`src/rtl/rs_enc_pkg.sv`:
```
package rs_enc_pkg;
  localparam int SYM_W   = 8;
  localparam int MAX_PAR = 32;
  // field polynomial 0x11D, low byte used after the carry-out
  localparam logic [SYM_W-1:0] FIELD_LOW = 8'h1D;
  localparam logic [SYM_W-1:0] ALPHA     = 8'h02;

  typedef logic [SYM_W-1:0] sym_t;
  typedef logic [MAX_PAR:0][SYM_W-1:0] gen_poly_t;
  typedef enum logic {PH_DATA, PH_PARITY} phase_e;

  // shift-and-add multiply in GF(2^8)
  function automatic sym_t gf_mul(sym_t a, sym_t b);
    sym_t acc;
    sym_t sh;
    acc = '0;
    sh  = a;
    for (int i = 0; i < SYM_W; i++) begin
      if (b[i]) acc = acc ^ sh;
      if (sh[SYM_W-1]) sh = (sh << 1) ^ FIELD_LOW;
      else             sh = sh << 1;
    end
    return acc;
  endfunction

  // coefficients of prod (x + alpha^i), i = 0..npar-1; index = power of x
  function automatic gen_poly_t gen_poly(int npar);
    gen_poly_t g;
    sym_t root;
    g    = '0;
    g[0] = 8'h01;
    root = 8'h01;
    for (int i = 0; i < MAX_PAR; i++) begin
      if (i < npar) begin
        for (int j = MAX_PAR; j >= 1; j--) g[j] = g[j-1] ^ gf_mul(g[j], root);
        g[0] = gf_mul(g[0], root);
        root = gf_mul(root, ALPHA);
      end
    end
    return g;
  endfunction
endpackage

```
`src/rtl/rs_gf_cmul.sv`:
```
module rs_gf_cmul
  import rs_enc_pkg::*;
#(
  parameter sym_t K = 8'h01
) (
  input  logic [SYM_W-1:0] x,
  output logic [SYM_W-1:0] y
);
  // constant operand folds the multiplier into a fixed XOR network
  assign y = gf_mul(x, K);
endmodule

```
`src/rtl/rs_parity_lfsr.sv`:
```
module rs_parity_lfsr
  import rs_enc_pkg::*;
#(
  parameter int NPAR = 6
) (
  input  logic             clk,
  input  logic             rst_n,
  input  logic [SYM_W-1:0] din,
  input  logic             absorb,
  input  logic             drain,
  output logic [SYM_W-1:0] par_out,
  output logic             empty
);
  localparam gen_poly_t GEN = gen_poly(NPAR);

  sym_t stage_q [NPAR];
  sym_t prod    [NPAR];
  sym_t fb;

  assign fb      = din ^ stage_q[NPAR-1];
  assign par_out = stage_q[NPAR-1];

  for (genvar j = 0; j < NPAR; j++) begin : g_stage
    rs_gf_cmul #(.K(GEN[j])) u_mul (.x(fb), .y(prod[j]));
    if (j == 0) begin : g_low
      always_ff @(posedge clk or negedge rst_n) begin
        if (!rst_n)      stage_q[j] <= '0;
        else if (absorb) stage_q[j] <= prod[j];
        else if (drain)  stage_q[j] <= '0;
      end
    end else begin : g_mid
      always_ff @(posedge clk or negedge rst_n) begin
        if (!rst_n)      stage_q[j] <= '0;
        else if (absorb) stage_q[j] <= stage_q[j-1] ^ prod[j];
        else if (drain)  stage_q[j] <= stage_q[j-1];
      end
    end
  end

  always_comb begin
    empty = 1'b1;
    for (int j = 0; j < NPAR; j++) if (stage_q[j] != '0) empty = 1'b0;
  end

  // the controller must never ask for division and draining together
  assert_no_absorb_drain_R3: assert property (@(posedge clk) disable iff (!rst_n)
    !(absorb && drain));
endmodule

```
`src/rtl/rs_frame_ctl.sv`:
```
module rs_frame_ctl
  import rs_enc_pkg::*;
#(
  parameter int KMAX = 249,
  parameter int NPAR = 6
) (
  input  logic clk,
  input  logic rst_n,
  input  logic in_valid,
  input  logic in_last,
  input  logic out_ready,
  output logic in_ready,
  output logic out_valid,
  output logic out_last,
  output logic absorb,
  output logic drain,
  output logic sel_parity,
  output logic size_err
);
  localparam int CNT_W  = $clog2(KMAX + 1);
  localparam int PCNT_W = (NPAR > 1) ? $clog2(NPAR) : 1;

  phase_e             phase_q;
  logic [CNT_W-1:0]   dcnt_q;
  logic [PCNT_W-1:0]  pcnt_q;
  logic               full;
  logic               drop;
  logic               take;
  logic               err_q;

  assign full       = (dcnt_q == CNT_W'(KMAX));
  assign sel_parity = (phase_q == PH_PARITY);
  assign size_err   = err_q;

  always_comb begin
    in_ready  = 1'b0;
    out_valid = 1'b0;
    out_last  = 1'b0;
    absorb    = 1'b0;
    drain     = 1'b0;
    drop      = 1'b0;
    if (phase_q == PH_DATA) begin
      in_ready  = full | out_ready;
      out_valid = in_valid & ~full;
      absorb    = in_valid & out_ready & ~full;
      drop      = in_valid & full;
    end else begin
      out_valid = 1'b1;
      out_last  = (pcnt_q == PCNT_W'(NPAR - 1));
      drain     = out_ready;
    end
  end

  assign take = in_valid & in_ready;

  always_ff @(posedge clk or negedge rst_n) begin
    if (!rst_n) begin
      phase_q <= PH_DATA;
      dcnt_q  <= '0;
      pcnt_q  <= '0;
      err_q   <= 1'b0;
    end else begin
      err_q <= drop;
      if (phase_q == PH_DATA) begin
        if (absorb) dcnt_q <= dcnt_q + CNT_W'(1);
        if (take && in_last) begin
          phase_q <= PH_PARITY;
          pcnt_q  <= '0;
        end
      end else if (drain) begin
        if (out_last) begin
          phase_q <= PH_DATA;
          dcnt_q  <= '0;
        end else begin
          pcnt_q <= pcnt_q + PCNT_W'(1);
        end
      end
    end
  end

  assert_count_bound_R6: assert property (@(posedge clk) disable iff (!rst_n)
    dcnt_q <= CNT_W'(KMAX));
  assert_err_after_take_R6: assert property (@(posedge clk) disable iff (!rst_n)
    (in_valid && in_ready && !out_valid && phase_q == PH_DATA) |=> size_err);
endmodule

```
`src/rtl/rs_encoder.sv`:
```
module rs_encoder
  import rs_enc_pkg::*;
#(
  parameter int NSYM = 255,
  parameter int NPAR = 6
) (
  input  logic       clk,
  input  logic       rst_n,
  input  logic       in_valid,
  output logic       in_ready,
  input  logic [7:0] in_data,
  input  logic       in_last,
  output logic       out_valid,
  input  logic       out_ready,
  output logic [7:0] out_data,
  output logic       out_last,
  output logic       size_err
);
  localparam int KMAX = NSYM - NPAR;

  logic absorb;
  logic drain;
  logic sel_parity;
  logic lfsr_empty;
  sym_t par_sym;

  rs_frame_ctl #(.KMAX(KMAX), .NPAR(NPAR)) u_ctl (
    .clk(clk), .rst_n(rst_n),
    .in_valid(in_valid), .in_last(in_last), .out_ready(out_ready),
    .in_ready(in_ready), .out_valid(out_valid), .out_last(out_last),
    .absorb(absorb), .drain(drain), .sel_parity(sel_parity),
    .size_err(size_err)
  );

  rs_parity_lfsr #(.NPAR(NPAR)) u_lfsr (
    .clk(clk), .rst_n(rst_n),
    .din(in_data), .absorb(absorb), .drain(drain),
    .par_out(par_sym), .empty(lfsr_empty)
  );

  assign out_data = sel_parity ? par_sym : in_data;

  assert_parity_hold_R7: assert property (@(posedge clk) disable iff (!rst_n)
    (sel_parity && !out_ready) |=> ($stable(out_data) && out_valid));
  assert_clean_restart_R5: assert property (@(posedge clk) disable iff (!rst_n)
    (out_valid && out_ready && out_last) |=> lfsr_empty);
endmodule

```
`config.mk`:
```
export PLATFORM = sky130hd
export DESIGN_NAME = rs_encoder
export DESIGN_NICKNAME = d
export VERILOG_FILES = /design/src/rtl/rs_enc_pkg.sv /design/src/rtl/rs_gf_cmul.sv /design/src/rtl/rs_parity_lfsr.sv /design/src/rtl/rs_frame_ctl.sv /design/src/rtl/rs_encoder.sv
export SDC_FILE = /design/constraint.sdc
export NUM_CORES = 1
export LEC_CHECK = 0
export ABC_AREA = 1
export BUFFER_PORTS_ARGS = -buffer_cell sky130_fd_sc_hd__clkbuf_2
export CAP_MARGIN = 10
export CORE_MARGIN = 4
export CORE_UTILIZATION = 65
export CTS_CLUSTER_SIZE = 25
export DETAILED_ROUTE_END_ITERATION = 16
export GPL_TIMING_DRIVEN = 0
export PLACE_DENSITY = 0.86
export SLEW_MARGIN = 20
export SYNTH_ARGS = -nofsm -noshare
export SYNTH_HDL_FRONTEND = slang
export SYNTH_SLANG_ARGS = --single-unit
```
`constraint.sdc`:
```
create_clock -name clk -period 3.8 [get_ports clk]
set_input_delay 0 -clock clk [delete_from_list [all_inputs] [get_ports clk]]
set_output_delay 0 -clock clk [all_outputs]
set_load 0.005 [all_outputs]
```
Word-level counts from Yosys, hierarchy flattened
Index checks and enable logic that the tools add are counted.
W data, S select, Z words.

operators by class
  add/sub/neg operators = 2
  muxes and demuxes = 38
  bitwise logic cells = 34
  reductions and logical operators = 6
  equality and inequality tests = 5

operators with widths
  operator               count
  $xor A8 B8 Y8          20
  $mux W8                17
  $mux W5                7
  $not A4 Y4             7
  $mux W3                4
  $mux W1                10
  $add A8 B1 Y8 const B  1
  $eq A8 B8 Y1 const B   1
  $ne A2 B2 Y1 const B   3
  $reduce_and A3 Y1      2
  $reduce_bool A2 Y1     3
  $and A1 B1 Y1          5
  $add A3 B1 Y3 const B  1
  $eq A3 B3 Y1 const B   1
  $logic_and A1 B1 Y1    1
  $not A1 Y1             1
  $or A1 B1 Y1           1

storage, ports and cells
  output and inout port bits = 12
  flip-flop bits (word level) = 61
  logic and storage cells = 95
  input bits = 13

Depth between registers and ports, before layout
Gate-level depths: netlist (run 1).

  word-level depth = 18
  gate-level depth with buffers = 17

Hierarchy
Synthesis (run 1) repeated with hierarchy kept, for this count alone.

second synthesis, totals
  cells, all modules = 950
  area total of the unflattened synthesis = 6074.6 um^2

by module, submodules not included
  module                                cells an instance  area an instance (um^2)  seq. area each (um^2)  times used
  rs_parity_lfsr                        292                2514.9                   1201.2                 1
  rs_frame_ctl                          109                835.8                    325.3                  1
  rs_gf_cmul (u_lfsr.g_stage[3].u_mul)  121                683.2                    0.0                    1
  rs_gf_cmul (u_lfsr.g_stage[1].u_mul)  146                663.1                    0.0                    1
  rs_gf_cmul (u_lfsr.g_stage[5].u_mul)  115                556.8                    0.0                    1
  rs_gf_cmul (u_lfsr.g_stage[0].u_mul)  70                 397.9                    0.0                    1
  rs_gf_cmul (u_lfsr.g_stage[2].u_mul)  63                 257.7                    0.0                    1
  rs_encoder                            26                 105.1                    0.0                    1
  rs_gf_cmul (u_lfsr.g_stage[4].u_mul)  8                  60.1                     0.0                    1

Least setup slack after synthesis (run 1)
No wires, ideal clock.

  path type = register -> register
  start point = register u_lfsr.stage_q (netlist bit u_lfsr.par_out[4])
  end point = register u_lfsr.stage_q (netlist bit u_lfsr.par_out[3])
  data required time = 3.683 ns
  setup slack = 1.873 ns
  arrival = 1.810 ns
  clock period less this slack = 1.927 ns
  buffers on the path = 0
  stages on the path, launching flop included = 15
  cells stage by stage = dfrtp_1 > inv_1 > nand2_1 > nand2_1 > nand2_1 > nand2_1 > xor2_1 > inv_1 > nand2_1 > nand2_1 > or2_1 > nand3_1 > nand2_1 > nand3_1 > nand2_1

on the way
  longest elaborated chain between the ends = 7
  elaborated cells between the ends (all ways) = 8

ends and longest elaborated chain
  element                            RTL line              text
  from (decl)                        rs_parity_lfsr.sv:16  sym_t stage_q [NPAR];
  from (signal, indexed assignment)  rs_parity_lfsr.sv:34  else if (absorb) stage_q[j] <= stage_q[j-1] ^ prod[j];
  from (signal, indexed assignment)  rs_parity_lfsr.sv:35  else if (drain) stage_q[j] <= stage_q[j-1];
  $xor A8 B8 Y8 *                    rs_parity_lfsr.sv:20  assign fb = din ^ stage_q[NPAR-1];
  $mux W5 *                          rs_enc_pkg.sv:20      if (sh[SYM_W-1]) sh = (sh << 1) ^ FIELD_LOW;
  $not A4 Y4 (no line)               n/a
  $mux W5                            rs_enc_pkg.sv:20
  $xor A8 B8 Y8 *                    rs_enc_pkg.sv:19      if (b[i]) acc = acc ^ sh;
  $xor A8 B8 Y8 *                    rs_parity_lfsr.sv:34
  $mux W8 *                          rs_parity_lfsr.sv:34

Every way passes the cells marked *; elsewhere a longest branch is shown, timed or not.
A chain may end at the register's enable or synchronous reset.

Worst setup path in the final report (run 1)
  start point = register u_ctl.dcnt_q[0]
  end point = register u_lfsr.stage_q[18] (netlist name)

on the way
  longest elaborated chain between the ends = 5
  elaborated cells between the ends (all ways) = 6

ends and longest elaborated chain
  element                                        RTL line            text
  from (decl)                                    rs_frame_ctl.sv:24  logic [CNT_W-1:0] dcnt_q;
  from (signal assigned)                         rs_frame_ctl.sv:65  if (absorb) dcnt_q <= dcnt_q + CNT_W'(1);
  $eq A8 B8 Y1 *                                 rs_frame_ctl.sv:31  assign full = (dcnt_q == CNT_W'(KMAX));
  $not A1 Y1 *                                   rs_frame_ctl.sv:45  absorb = in_valid & out_ready & ~full;
  $and A1 B1 Y1 *                                rs_frame_ctl.sv:45
  $mux W1 *                                      rs_frame_ctl.sv:42  if (phase_q == PH_DATA) begin
  $mux W8 or $reduce_bool A2 Y1 (tied branches)  n/a

Marks and branches as above.

==> impl_metrics.tcl, run 1 <==
set metrics [dict create \
    gp_congestion 0.988 \
    dieArea_sq_mm 0.00805 \
    wl_met3_mm 1.28 \
    dr_total_vias 4476 \
    status "complete, no violations" \
    highest_layer "met4" \
    final_area_sq_mm 0.00483 \
    path_class "reg -> reg" \
    nNetsFinal 682 \
    synth_top_family_by_area "simple AND/OR/NAND/NOR gates" \
    p_sw_frac 0.526 \
    async_reset_ff_frac 1.00 \
    ys_ff_latch 61 \
    syn2layout_area_growth_pct 11.2 \
    cpMaxStageDelayCell "buf_1" \
    rsz0062_at_grt "false" \
    synth.avg_cell_area_sq_um 6.94 \
    p_sw_mw 2.42 \
    crit_start "u_ctl.dcnt_q[0]" \
    core-area_sq_mm 0.00642 \
    max_freq_mhz 367 \
    period_share 0.717 \
    cp_cell_sequence "ha_1, nand2_1, nor3_1, nand3_1, nand2_1, nor2_2, buf_2, buf_1, nand4_1, nand3_1, nand2_1" \
    layout-drive-gt1-share 0.103 \
    grt_max_degree 36 \
    synth.area.mux_share 0 \
    port_buffers 24 \
    place_area_sq_mm 0.00458 \
    worstHoldStart "out_ready" \
    clock_latency_ns 0.35 \
    yosys.area_share.xor_xnor 0.135 \
    mostFrequentLayoutCells "250 x nand2_1, 61 x dfrtp_1, 58 x nand3_1, 52 x inv_1, 48 x o21ai_0" \
    drt-met1-wl_mm 5.25 \
    cpMostUsedCell "nand2_1" \
    instances_no_fill 747 \
    dp_hpwl_mm 9.45 \
    hold_violations 0 \
    initial_core_util 0.676 \
    remaining_drc_errors 0 \
    fin_setup_tns_ns 0 \
    die_h_um 89.7 \
    h-tree-depth 3 \
    overflow 0 \
    path_clk_slew_ns 0.07 \
    cts_resized 0 \
    cp.arrival_ns 2.96 \
    die_w_um 89.7 \
    grt.total_usage 0.332 \
    cts_buffers 9 \
    synth_compound_area_frac 0.0888 \
    p_leak_nw 2.49 \
    slowest_delay_ns 0.54 \
    slew_headroom 0.523 \
    routed_wl_mm 13.1 \
    cts_setup_buffers 0 \
    seq_power_share 0.247 \
    post-route-min-period_ns 2.72 \
    max_cap_viol_count 0 \
    fin_util 0.751 \
    synth-adder-area-share 0.0115 \
    synth_cells 625 \
    yosysWarnings 0 \
    hold_ws_ns 0.0455 \
    cts_tree "yes" \
    r2r-start "u_ctl.dcnt_q[0]" \
    viasPerCell 5.99 \
    p_per_area_mw_per_mm2 954 \
    cts_root_buf "clkbuf_8" \
    hold_buffers 4 \
    min-delay-path-class "in -> reg" \
    worst_slew_pin_slew_ns 0.716 \
    p_comb_frac 0.617 \
    setup_violations 0 \
    fin_skew_ns 0.0104 \
    clock_path_buffers 2 \
    ys_types 32 \
    critPathMaxFanout 10 \
    cp.required_ns 4.04 \
    grt_pass1_vias 4163 \
    numClockSinks 61 \
    peakVddDrop_mv 0.547 \
    synth-main-ff-cell "dfrtp_1" \
    num_rows 29 \
    antenna_found_initial 0 \
    synth_area_sq_mm 0.00434 \
    grt_pass1_wl_mm 21.0 \
    cp-end-kind "flip-flop" \
    antennaDiodeCount 0 \
    io_pins 25 \
    pwr-share-clk 0.137 \
    slew_violations 0 \
    startpoint_type "flip-flop" \
    synth_seq_area_share 0.352 \
    synth-simple-area-share 0.353 \
    synth_nets 642 \
    dp.cells 727 \
    p_int_mw 2.18 \
    fill_cells 513 \
    final_common_cell "nand2_1" \
    ant_nets 0 \
    drt_iter0_drc 530 \
    wl_met2_mm 6.05 \
    synth_edf_count 0 \
    routedWlPerCell_um 17.5 \
    drt-pass1-iter-count 6 \
]
## worst max-delay path: cells and delay by family, from the launching register on
| family | cells | cell delay, ns |
|---|---|---|
| buf+inv | 2 | 0.89 |
| fa+ha+maj | 1 | 0.21 |
| simple gates | 8 | 1.11 |
| flops | 1 | 0.40 |
## cells in the mapped netlist (all sizes together) (2+ instances only)
library cell / count / share of area
o211ai: 2 / 0.0035
nor2: 17 / 0.015
o22ai: 3 / 0.0043
nand2: 263 / 0.24
buf: 5 / 0.0055
xor2: 47 / 0.11
ha: 4 / 0.012
inv: 52 / 0.045
clkbuf: 11 / 0.0095
a31oi: 3 / 0.0043
dfrtp: 61 / 0.35
nand4: 11 / 0.016
nand3: 58 / 0.067
a21oi: 9 / 0.010
nand3b: 3 / 0.0052
xnor2: 12 / 0.028
or2: 4 / 0.0058
nor3: 4 / 0.0046
o21ai: 52 / 0.060
## logic make-up after synthesis
logic type | count (synthesis)
AOI/OAI and AO/OA | 72
xor gates and xnor gates | 59
adders and majority gates | 4
buffers and inverters | 68
DFF | 61
and+or+nand+nor | 361
## area by class of cell
cell class | instances | area (sq um) | share of cell area
Buffer | 16 | 65.1 | 0.0135
Clock buffer | 11 | 131 | 0.0272
Clock inverter | 5 | 75.1 | 0.0156
Inverter | 52 | 195 | 0.0404
Multi-Input combinational cell | 496 | 2550 | 0.529
Sequential cell | 61 | 1530 | 0.316
Tap cell | 77 | 96.3 | 0.0200
Timing Repair Buffer | 29 | 183 | 0.0379
## worst paths after layout
check,to,slack [ns],depth (start not counted)
min reg2reg,u_ctl.dcnt_q[7],0.48,1
min,u_ctl.dcnt_q[4],0.05,4
min in group asynchronous,u_ctl.dcnt_q[7],0.15,2
max in group asynchronous,u_lfsr.stage_q[17],3.13,3
max reg2reg,u_lfsr.stage_q[18],1.08,11
max,u_lfsr.stage_q[18],1.08,11
## per-stage QoR
step                      total power, mW  setup slack [ns]
after detailed placement             3.84              1.22
final                                4.60              1.08
after CTS                            4.51              1.19
after global placement               3.74              1.25
after floorplan                      3.10              1.87
after global routing                 4.96             0.796
## power groups by stage
stage                     logic, mW  registers [mW]  clock network, mW
after detailed placement       2.70            1.14                  0
after CTS                      2.75            1.13              0.630
after global routing           3.14            1.16              0.664
after floorplan                2.02            1.08                  0
after global placement         2.62            1.12                  0
final                          2.84            1.13              0.630
## registers in the layout, indices dropped and copies added (netlist names)
name / cells
u_ctl.size_err: 1
u_lfsr.stage_q: 40
u_ctl.dcnt_q: 8
u_lfsr.par_out: 8
u_ctl.sel_parity: 1
u_ctl.pcnt_q: 3
## routing by layer
layer | vias to the layer above | global-route usage
li1 | 2074 | -
met1 | 2070 | 0.441
met2 | 266 | 0.544
met3 | 66 | 0.0576
met4 | 0 | 0.129
met5 | - | 0
Power figures use the tool's default switching activity.
==> run 2, diff against run 1 <==
- CORE_UTILIZATION: 65 -> 62
- PLACE_DENSITY: 0.86 -> 0.83
- clock period: 3.8 -> 2.6 ns (I/O delays scaled with it)
==> run 2 against run 1 <==
Effect of this change:
- combinational power increased by 46%
- global-route usage decreased by 0.073 points
- utilization decreased by 2.9 points
- critical path depth decreased by 1
- final area increased by 1.7%
- die area increased by 4.4%
- maximum frequency increased by 14%
- sequential share of layout area decreased by 0.54 points
- sequential cell count unchanged
- first-iteration DRC count decreased by 25%
- routed wire length decreased by 0.72%
- clock-buffer cell count increased by 1
- critical endpoint is now u_lfsr.stage_q[17]
- largest cell class unchanged
==> impl_metrics.tcl, run 2 (same netlist as run 1, synthesis figures left out) <==
set metrics [dict create \
    setup_violations 0 \
    path_clk_slew_ns 0.07 \
    max_freq_mhz 420 \
    numClockSinks 61 \
    clock_latency_ns 0.34 \
    max_cap_viol_count 0 \
    port_buffers 24 \
    cts_root_buf "clkbuf_8" \
    overflow 0 \
    drt-pass1-iter-count 5 \
    critPathMaxFanout 10 \
    gp_congestion 0.985 \
    clock_path_buffers 2 \
    die_w_um 91.7 \
    syn2layout_area_growth_pct 13.1 \
    rsz0062_at_grt "false" \
    core-area_sq_mm 0.00679 \
    io_pins 25 \
    cp.required_ns 2.87 \
    remaining_drc_errors 0 \
    dieArea_sq_mm 0.00840 \
    final_common_cell "nand2_1" \
    grt_pass1_wl_mm 21.6 \
    mostFrequentLayoutCells "247 x nand2_1, 61 x dfrtp_1, 58 x nand3_1, 52 x inv_1, 48 x o21ai_0" \
    worst_slew_pin_slew_ns 0.662 \
    largest_register_ffs 40 \
    regMostFlops "u_lfsr.stage_q" \
    viasPerCell 5.83 \
    cts_tree "yes" \
    fin_skew_ns 0.0104 \
    grt_pass1_vias 4355 \
    grt.total_usage 0.331 \
    p_per_area_mw_per_mm2 1350 \
    period_share 0.916 \
    startpoint_type "flip-flop" \
    drt_iter0_drc 400 \
    cp.arrival_ns 2.65 \
    hold_ws_ns 0.0658 \
    dp_hpwl_mm 9.55 \
    p_leak_nw 2.52 \
    routedWlPerCell_um 17.0 \
    h-tree-depth 3 \
    path_class "reg -> reg" \
    min-delay-path-class "in -> reg" \
    post-route-min-period_ns 2.38 \
    antennaDiodeCount 0 \
    routed_wl_mm 13.0 \
    status "complete, no violations" \
    hold_violations 0 \
    grt_max_degree 35 \
    die_h_um 91.7 \
    slew_headroom 0.558 \
    dr_total_vias 4469 \
    instances_no_fill 766 \
    slew_violations 0 \
    nNetsFinal 682 \
    cts_buffers 9 \
    antenna_found_initial 0 \
    ant_nets 0 \
    cts_setup_buffers 0 \
    initial_core_util 0.639 \
    layout-drive-gt1-share 0.124 \
    dp.cells 746 \
    peakVddDrop_mv 0.869 \
    num_rows 30 \
    cp-end-kind "flip-flop" \
]
[run 2: cell types whose count changed in the layout (fill, tap and decap cells not counted), sizes merged]
cell / before / now
bufinv: 2 / 1
clkinvlp: 0 / 1
clkinv: 3 / 2
clkbuf: 46 / 47
[run 2: worst paths after layout]
path                                    from  slack (ns)            endpoint  depth (start not counted)
setup / recovery           u_lfsr.par_out[5]        0.22  u_lfsr.stage_q[17]                         10
hold / removal                     out_ready        0.07     u_ctl.dcnt_q[4]                          4
setup reg to reg           u_lfsr.par_out[5]        0.22  u_lfsr.stage_q[17]                         10
hold reg to reg              u_ctl.dcnt_q[7]        0.47     u_ctl.dcnt_q[7]                          1
max in group asynchronous              rst_n        1.89  u_lfsr.stage_q[12]                          3
min in group asynchronous              rst_n        0.18     u_ctl.dcnt_q[7]                          2
[run 2: final cells by class]
class	instances	area (sq um)
Multi-Input combinational cell	496	2620
Fill cell	566	1880
Sequential cell	61	1530
Inverter	52	195
Timing Repair Buffer	29	183
Clock buffer	12	145
Tap cell	96	120
Buffer	16	72.6
Clock inverter	4	47.5
[run 2: worst max-delay path, cell delays in order, from the launching register on]
cell	delay, ns
dfrtp_1	0.50
xor2_2	0.52
nand2_1	0.17
nand2_1	0.15
nand2_1	0.09
nand2_2	0.16
xor2_2	0.21
o21bai_2	0.16
a21oi_1	0.08
nand3b_1	0.19
nand2_1	0.08
[run 2: per-layer routing]
metal	share of wire	GRT usage	routed length [um]	up-vias
met2	0.47	0.537	6080	225
met1	0.41	0.430	5330	2120
met4	0.040	0.152	515	0
met3	0.083	0.0615	1080	44
met5	0	0	0	-
li1	-	-	-	2080
[run 2: power breakdown]
group          leakage (nW)  total (mW)  internal, mW  switching (mW)
Combinational          1.62        4.14          1.36            2.78
Clock                0.0964       0.843         0.467           0.376
Sequential            0.802        1.66          1.33           0.330
[run 2: timing repair]
| action | CTS | global route |
|---|---|---|
| hold buffers | 4 | 0 |
| gates resized for setup | 2 | 20 |
| endpoints found under the setup margin | 9 | 31 |
| hold endpoints to repair | 29 | 0 |
| gates cloned | 0 | 0 |
[run 2: per-stage QoR]
step | TNS, ns | instance area (sq um) | utilization | total power, mW | setup slack, ns
floorplan | 0 | 4340 | - | 4.53 | 0.673
global placement | 0 | 4580 | 0.674 | 5.44 | 0.0158
detailed placement | -0.0164 | 4600 | 0.678 | 5.58 | -0.00766
CTS | 0 | 4840 | 0.712 | 6.46 | 0.00521
global route | 0 | 4910 | 0.723 | 7.27 | 0.0277
finish | 0 | 4910 | 0.723 | 6.63 | 0.218
